[src/rtl/flash_lock_pkg.sv]
package flash_lock_pkg;

  typedef enum logic [1:0] {
    CS_IDLE  = 2'd0,
    CS_SETUP = 2'd1,
    CS_BUSY  = 2'd2
  } cmd_state_e;

  typedef enum logic [1:0] {
    RM_ARRAY  = 2'd0,
    RM_STATUS = 2'd1,
    RM_INFO   = 2'd2
  } rd_mode_e;

  localparam logic [7:0] OP_LOCK_SETUP = 8'h60;
  localparam logic [7:0] OP_SET_CONF   = 8'h01;
  localparam logic [7:0] OP_CLR_CONF   = 8'hD0;
  localparam logic [7:0] OP_CLR_SR     = 8'h50;
  localparam logic [7:0] OP_READ_INFO  = 8'h90;
  localparam logic [7:0] OP_READ_SR    = 8'h70;
  localparam logic [7:0] OP_READ_ARRAY = 8'hFF;

endpackage

[src/rtl/lock_cmd_fsm.sv]
module lock_cmd_fsm
  import flash_lock_pkg::*;
#(
  parameter int BLK_W       = 3,
  parameter int LOCK_CYCLES = 4
) (
  input  logic             clk,
  input  logic             rst_n,
  input  logic             wr_en,
  input  logic [7:0]       wr_data,
  input  logic [BLK_W-1:0] wr_blk,
  input  logic             refuse,
  output logic             ready,
  output rd_mode_e         rd_mode,
  output logic             err_set_lk,
  output logic             err_clr_lk,
  output logic             upd_set,
  output logic             upd_clr_all,
  output logic [BLK_W-1:0] upd_blk
);

  localparam int CNT_W = (LOCK_CYCLES > 1) ? $clog2(LOCK_CYCLES) : 1;
  localparam logic [CNT_W-1:0] CNT_LOAD = CNT_W'(LOCK_CYCLES - 1);

  cmd_state_e       state_q, state_d;
  rd_mode_e         mode_q, mode_d;
  logic [CNT_W-1:0] cnt_q, cnt_d;
  logic             e4_q, e4_d, e5_q, e5_d;
  logic             op_clr_q, op_clr_d, op_fail_q, op_fail_d;
  logic [BLK_W-1:0] op_blk_q, op_blk_d;
  logic             cap_en;
  logic             done;

  assign done = (state_q == CS_BUSY) && (cnt_q == '0);

  // next-state logic
  always_comb begin
    state_d   = state_q;
    mode_d    = mode_q;
    cnt_d     = cnt_q;
    e4_d      = e4_q;
    e5_d      = e5_q;
    cap_en    = 1'b0;
    op_clr_d  = (wr_data == OP_CLR_CONF);
    op_fail_d = refuse;
    op_blk_d  = wr_blk;
    unique case (state_q)
      CS_IDLE: begin
        if (wr_en) begin
          unique case (wr_data)
            OP_LOCK_SETUP: begin
              state_d = CS_SETUP;
              mode_d  = RM_STATUS;
            end
            OP_CLR_SR: begin
              e4_d = 1'b0;
              e5_d = 1'b0;
            end
            OP_READ_INFO:  mode_d = RM_INFO;
            OP_READ_SR:    mode_d = RM_STATUS;
            OP_READ_ARRAY: mode_d = RM_ARRAY;
            default: ;
          endcase
        end
      end
      CS_SETUP: begin
        if (wr_en) begin
          mode_d = RM_STATUS;
          if ((wr_data == OP_SET_CONF) || (wr_data == OP_CLR_CONF)) begin
            state_d = CS_BUSY;
            cnt_d   = CNT_LOAD;
            cap_en  = 1'b1;
          end else begin
            state_d = CS_IDLE;
            e4_d    = 1'b1;
            e5_d    = 1'b1;
          end
        end
      end
      CS_BUSY: begin
        if (cnt_q == '0) begin
          state_d = CS_IDLE;
          if (op_fail_q) begin
            if (op_clr_q) e5_d = 1'b1;
            else          e4_d = 1'b1;
          end
        end else begin
          cnt_d = cnt_q - 1'b1;
        end
      end
      default: state_d = CS_IDLE;
    endcase
  end

  // state registers
  always_ff @(posedge clk or negedge rst_n) begin
    if (!rst_n) begin
      state_q <= CS_IDLE;
      mode_q  <= RM_ARRAY;
      cnt_q   <= '0;
      e4_q    <= 1'b0;
      e5_q    <= 1'b0;
    end else begin
      state_q <= state_d;
      mode_q  <= mode_d;
      cnt_q   <= cnt_d;
      e4_q    <= e4_d;
      e5_q    <= e5_d;
    end
  end

  // captured operation, loaded on a valid confirm only
  always_ff @(posedge clk or negedge rst_n) begin
    if (!rst_n) begin
      op_clr_q  <= 1'b0;
      op_fail_q <= 1'b0;
      op_blk_q  <= '0;
    end else if (cap_en) begin
      op_clr_q  <= op_clr_d;
      op_fail_q <= op_fail_d;
      op_blk_q  <= op_blk_d;
    end
  end

  assign ready       = (state_q != CS_BUSY);
  assign rd_mode     = mode_q;
  assign err_set_lk  = e4_q;
  assign err_clr_lk  = e5_q;
  assign upd_set     = done && !op_fail_q && !op_clr_q;
  assign upd_clr_all = done && !op_fail_q && op_clr_q;
  assign upd_blk     = op_blk_q;

endmodule

[src/rtl/lock_bit_file.sv]
module lock_bit_file #(
  parameter int NUM_BLOCKS = 8,
  parameter int BLK_W      = 3
) (
  input  logic                  clk,
  input  logic                  por_n,
  input  logic                  set_en,
  input  logic [BLK_W-1:0]      set_blk,
  input  logic                  clr_all,
  output logic [NUM_BLOCKS-1:0] lock_vec
);

  for (genvar gi = 0; gi < NUM_BLOCKS; gi++) begin : g_bit
    logic en_b;
    assign en_b = clr_all || (set_en && (set_blk == BLK_W'(gi)));
    always_ff @(posedge clk or negedge por_n) begin
      if (!por_n)     lock_vec[gi] <= 1'b0;
      else if (en_b)  lock_vec[gi] <= !clr_all;
    end
  end

endmodule

[src/rtl/lock_read_mux.sv]
module lock_read_mux
  import flash_lock_pkg::*;
#(
  parameter int NUM_BLOCKS = 8,
  parameter int BLK_W      = 3,
  parameter int OFS_W      = 4
) (
  input  rd_mode_e              rd_mode,
  input  logic [BLK_W-1:0]      rd_blk,
  input  logic [OFS_W-1:0]      rd_ofs,
  input  logic [7:0]            status,
  input  logic [7:0]            array_data,
  input  logic [NUM_BLOCKS-1:0] lock_vec,
  output logic [7:0]            rdata
);

  logic lock_bit;

  always_comb begin
    lock_bit = 1'b0;
    if (32'(rd_blk) < NUM_BLOCKS) lock_bit = lock_vec[rd_blk];
  end

  always_comb begin
    unique case (rd_mode)
      RM_STATUS: rdata = status;
      RM_INFO:   rdata = (rd_ofs == OFS_W'(2)) ? {7'b0, lock_bit} : 8'h00;
      default:   rdata = array_data;
    endcase
  end

endmodule

[src/rtl/flash_lock_ctrl.sv]
module flash_lock_ctrl
  import flash_lock_pkg::*;
#(
  parameter int NUM_BLOCKS  = 8,
  parameter int BLK_OFS_W   = 4,
  parameter int LOCK_CYCLES = 4,
  localparam int BLK_W  = (NUM_BLOCKS > 1) ? $clog2(NUM_BLOCKS) : 1,
  localparam int ADDR_W = BLK_W + BLK_OFS_W
) (
  input  logic              clk,
  input  logic              rst_n,
  input  logic              por_n,
  input  logic              bus_we,
  input  logic [ADDR_W-1:0] bus_addr,
  input  logic [7:0]        bus_wdata,
  output logic [7:0]        bus_rdata,
  input  logic [7:0]        array_rdata,
  input  logic              prot_supply_ok,
  input  logic              array_busy,
  input  logic              array_susp,
  input  logic              pe_req,
  input  logic [ADDR_W-1:0] pe_addr,
  output logic              pe_grant,
  output logic              pe_reject,
  output logic              ready
);

  rd_mode_e              rd_mode;
  logic                  err_set_lk, err_clr_lk;
  logic                  upd_set, upd_clr_all;
  logic [BLK_W-1:0]      upd_blk;
  logic [NUM_BLOCKS-1:0] lock_vec;
  logic [7:0]            status;
  logic [BLK_W-1:0]      bus_blk, pe_blk;
  logic                  refuse;
  logic                  pe_locked;

  assign bus_blk = bus_addr[ADDR_W-1:BLK_OFS_W];
  assign pe_blk  = pe_addr[ADDR_W-1:BLK_OFS_W];
  assign refuse  = array_busy || array_susp || !prot_supply_ok;

  lock_cmd_fsm #(.BLK_W(BLK_W), .LOCK_CYCLES(LOCK_CYCLES)) u_fsm (
    .clk(clk), .rst_n(rst_n), .wr_en(bus_we), .wr_data(bus_wdata),
    .wr_blk(bus_blk), .refuse(refuse), .ready(ready), .rd_mode(rd_mode),
    .err_set_lk(err_set_lk), .err_clr_lk(err_clr_lk), .upd_set(upd_set),
    .upd_clr_all(upd_clr_all), .upd_blk(upd_blk)
  );

  lock_bit_file #(.NUM_BLOCKS(NUM_BLOCKS), .BLK_W(BLK_W)) u_bits (
    .clk(clk), .por_n(por_n), .set_en(upd_set), .set_blk(upd_blk),
    .clr_all(upd_clr_all), .lock_vec(lock_vec)
  );

  assign status = {ready, 1'b0, err_clr_lk, err_set_lk, 4'b0000};

  lock_read_mux #(.NUM_BLOCKS(NUM_BLOCKS), .BLK_W(BLK_W), .OFS_W(BLK_OFS_W)) u_rmux (
    .rd_mode(rd_mode), .rd_blk(bus_blk), .rd_ofs(bus_addr[BLK_OFS_W-1:0]),
    .status(status), .array_data(array_rdata), .lock_vec(lock_vec),
    .rdata(bus_rdata)
  );

  always_comb begin
    pe_locked = 1'b0;
    if (32'(pe_blk) < NUM_BLOCKS) pe_locked = lock_vec[pe_blk];
  end

  assign pe_grant  = pe_req && !pe_locked;
  assign pe_reject = pe_req && pe_locked;

endmodule

[config.mk]
export PLATFORM = sky130hd
export DESIGN_NAME = flash_lock_ctrl
export DESIGN_NICKNAME = d
export VERILOG_FILES = /design/src/rtl/flash_lock_pkg.sv /design/src/rtl/lock_cmd_fsm.sv /design/src/rtl/lock_bit_file.sv /design/src/rtl/lock_read_mux.sv /design/src/rtl/flash_lock_ctrl.sv
export SDC_FILE = /design/constraint.sdc
export NUM_CORES = 1
export LEC_CHECK = 0
export ABC_AREA = 0
export CAP_MARGIN = 20
export CORE_UTILIZATION = 41
export CTS_CLUSTER_DIAMETER = 60
export DETAILED_ROUTE_END_ITERATION = 6
export PLACE_DENSITY = 0.77
export SLEW_MARGIN = 20
export SYNTH_ARGS = -nofsm -noshare
export SYNTH_HDL_FRONTEND = slang
export SYNTH_SLANG_ARGS = --single-unit
[constraint.sdc]
create_clock -name clk -period 1.8 [get_ports clk]
set_input_delay 0.27 -clock clk [delete_from_list [all_inputs] [get_ports clk]]
set_output_delay 0.27 -clock clk [all_outputs]
set_load 0.02 [all_outputs]
==> impl_metrics.yaml <==
synthesis:
  syn_area_sq_um: 1405
  synth_area_leaders: "dfrtp_1 37%, mux2_2 6.4%, mux4_2 6.4%"
  synth-edff-count: 0
  yosysWarnings: 0
  ys_seq_area_frac: 0.3740
  syn_avg_cell_area_sq_um: 10.33
  synth_top_area_frac: 0.3740
  synth_commonest_cells: "21 x dfrtp_1, 11 x inv_1, 11 x nand2_1, 8 x mux2_2"
  synth_cell_types: 39
  yosysMostFrequentCell: "dfrtp_1"
  ys_ff_latch: 21
  synth_area_leader_cell: "dfrtp_1"
  synth-main-ff-cell: "dfrtp_1"
  synthArstFlopShare: 1.000
  syn-num-nets: 181
  synth_cells: 136
place:
  dp_cells: 251
  placed_area_sq_um: 2111
  io_buffers: 44
  hpwl_mm: 3.056
  gp_congestion: 0.8825
setup_path:
  endpoint: "bus_rdata[0]"
  slowest_stage: "mux4_2"
  crit_type: "reg2out"
  critPathMaxFanout: 3
  reg2reg_from: "u_fsm.state_q[1]"
  critPathCaptureType: "output port"
  crit_path_start: "u_bits.lock_vec[3]"
  path_cells: "mux4_2, mux2_4, nand3_2, o21ai_2, buf_6"
  path_buf_inv: 1
  path_depth: 5
  worst_path_largest_cell_delay_ns: 0.48
  crit_required_ns: 1.53
  r2r_cells: 7
  crit_arrival_ns: 1.76
  r2r-end: "u_fsm.rd_mode[0]"
  cp-start-kind: "register"
  rrSetupSlack_ns: 0.06
  crit_family: "multiplexers"
clock_network:
  clock_latency_ns: 0.32
  htreeDepth: 1
  clock_sinks: 21
  cts_made_buffers: 3
  tritoncts: "built"
  clock-root-buffer: "clkbuf_4"
  clk_pin_slew_worst_paths_ns: 0.12
  ctsHoldBuffers: 0
  cts_max_path_buffers: 2
drt:
  antenna_left: 0
  avgViaCountPerCell: 5.563
  wl_mm: 4.233
  vias: 1463
  drtPass1Iterations: 4
  wl_per_cell_microns: 16.10
  first_iter_violations: 88
  drc: 0
timing:
  final_max_slew_viol_count: 0
  hold_ws_ns: 0.2170
  hold_viol: 0
  fin_crit_sh: 1.130
  maxSlewHeadroom: 0.5590
  setup_slack_ns: -0.2344
  setup-tns-final_ns: -0.5355
  tightest_slew_ns: 0.6594
  min_period_ns: 2.034
  rsz0062_at_grt: "true"
  finalSetupViolCount: 5
  skew_ns: 0.003920
  fmax_mhz: 491.5
layout:
  multiInputGateArea_sq_um: 970.9
  nets: 265
  fin_cells: 263
  regArea_sq_um: 525.5
  design_area_sq_um: 2349
  fillers: 232
  drive_gt1_frac: 0.4247
  antenna_cells: 0
  syn2layout_area_growth_pct: 67.14
power:
  p_leak_nw: 1.007
  finalPower_mw: 1.165
  power_density_nw_per_um2: 495.9
  vdd_drop_max_uv: 267.3
die:
  chipWidth_microns: 60.54
  pin_count: 49
  fp.dieH_microns: 60.54
  core_area_sq_um: 3153
  dieArea_sq_um: 3665
  row_count: 20
  initial_core_util: 0.4456
grt:
  grt_overflow: 0
  grt_pass1_wl_mm: 6.306
  track_usage: 0.2329
  first_global_vias: 1417
  antenna_found_initial: 0
  grt_max_degree: 14
worst_hold_path:
  worstHoldPathType: "in2async"
status:
  violations: "negative setup slack"
  status: "complete, but fails checks"
run:
  maxCapViolations: 0
## area by class of cell
type	count	share of cell area
Sequential cell	21	0.2238
Clock inverter	1	0.002131
Multi-Input combinational cell	102	0.4134
Timing Repair Buffer	81	0.3079
Tap cell	44	0.02344
Clock buffer	3	0.009590
Inverter	11	0.01971
## cells by family (layout without fill, tap and decap cells)
kind of cell / count (synthesis) / in the layout / share of synthesized area
adders and majority gates: 7 / 7 / 0.06233
muxes: 14 / 14 / 0.1425
and+or+nand+nor: 51 / 51 / 0.2137
DFF: 21 / 21 / 0.3740
AOI/OAI and AO/OA: 30 / 30 / 0.1728
buffers and inverters: 13 / 96 / 0.03473
## worst min-delay path by stage
stage                                    end  slack, ns  depth (start not counted)
after detailed placement  u_bits.lock_vec[2]       0.51                          1
final                     u_bits.lock_vec[7]       0.22                          1
after CTS                 u_bits.lock_vec[3]       0.23                          1
after global placement    u_bits.lock_vec[6]       0.49                          2
after global routing      u_bits.lock_vec[7]       0.23                          1
after floorplan           u_bits.lock_vec[0]      -0.03                          0
## cells in the final DEF (no fill, tap or decap), types with 4 or more instances in the layout
master           synthesis  layout
a32o_1                   4       4
and2_1                   6       6
buf_4                    0      34
buf_6                    0       7
clkdlybuf4s50_1          0      27
dfrtp_1                 21      21
dlygate4sd2_1            0       5
ha_4                     0       4
inv_1                   11       7
mux2_2                   8       6
mux4_2                   4       4
nand2_1                 11      11
nand3_1                  7       6
nor2_1                   7       5
## per-layer routing
layer	vias to the layer above	wire length [microns]	GRT usage
met5	-	0	0
met4	0	109	0.08442
met3	13	170	0.02772
met2	51	2342	0.4584
met1	715	1612	0.2527
li1	684	-	-
## state kept, by name, summed over array words and instances, names as in the netlist
name / cells
u_fsm.upd_blk: 3
u_fsm.rd_mode: 2
u_bits.lock_vec: 8
u_fsm.cnt_q: 2
u_fsm.err_set_lk: 1
u_fsm.op_fail_q: 1
u_fsm.err_clr_lk: 1
u_fsm.state_q: 2
u_fsm.op_clr_q: 1
## stage by stage
stage,utilization,setup slack (ns)
after floorplan,-,0.07272
after global placement,0.6694,-0.7718
after detailed placement,0.6694,-0.7915
after CTS,0.6968,-0.2623
after global routing,0.7448,-0.2775
final,0.7448,-0.2344
## worst register-to-register path: stages, from the launching register on
cell and delay, ns:
dfrtp_1 0.45, inv_2 0.08, ha_2 0.19, buf_4 0.15, nand3_1 0.09, nor3_2 0.06
a211oi_2 0.30, mux2_4 0.33
## power by group
group | internal (mW) | switching [mW] | leakage (nW)
clock | 0.0833 | 0.157 | 0.0177
sequential | 0.509 | 0.0232 | 0.278
combinational | 0.214 | 0.178 | 0.712
## what timing repair did
item	in CTS	in global routing
pin swaps	8	11
hold endpoints to repair	0	0
endpoints found under the setup margin	19	26
setup buffers	2	7
gates cloned	0	0
gates resized for setup	68	35
Note: power is estimated with default switching activity, not from simulation.
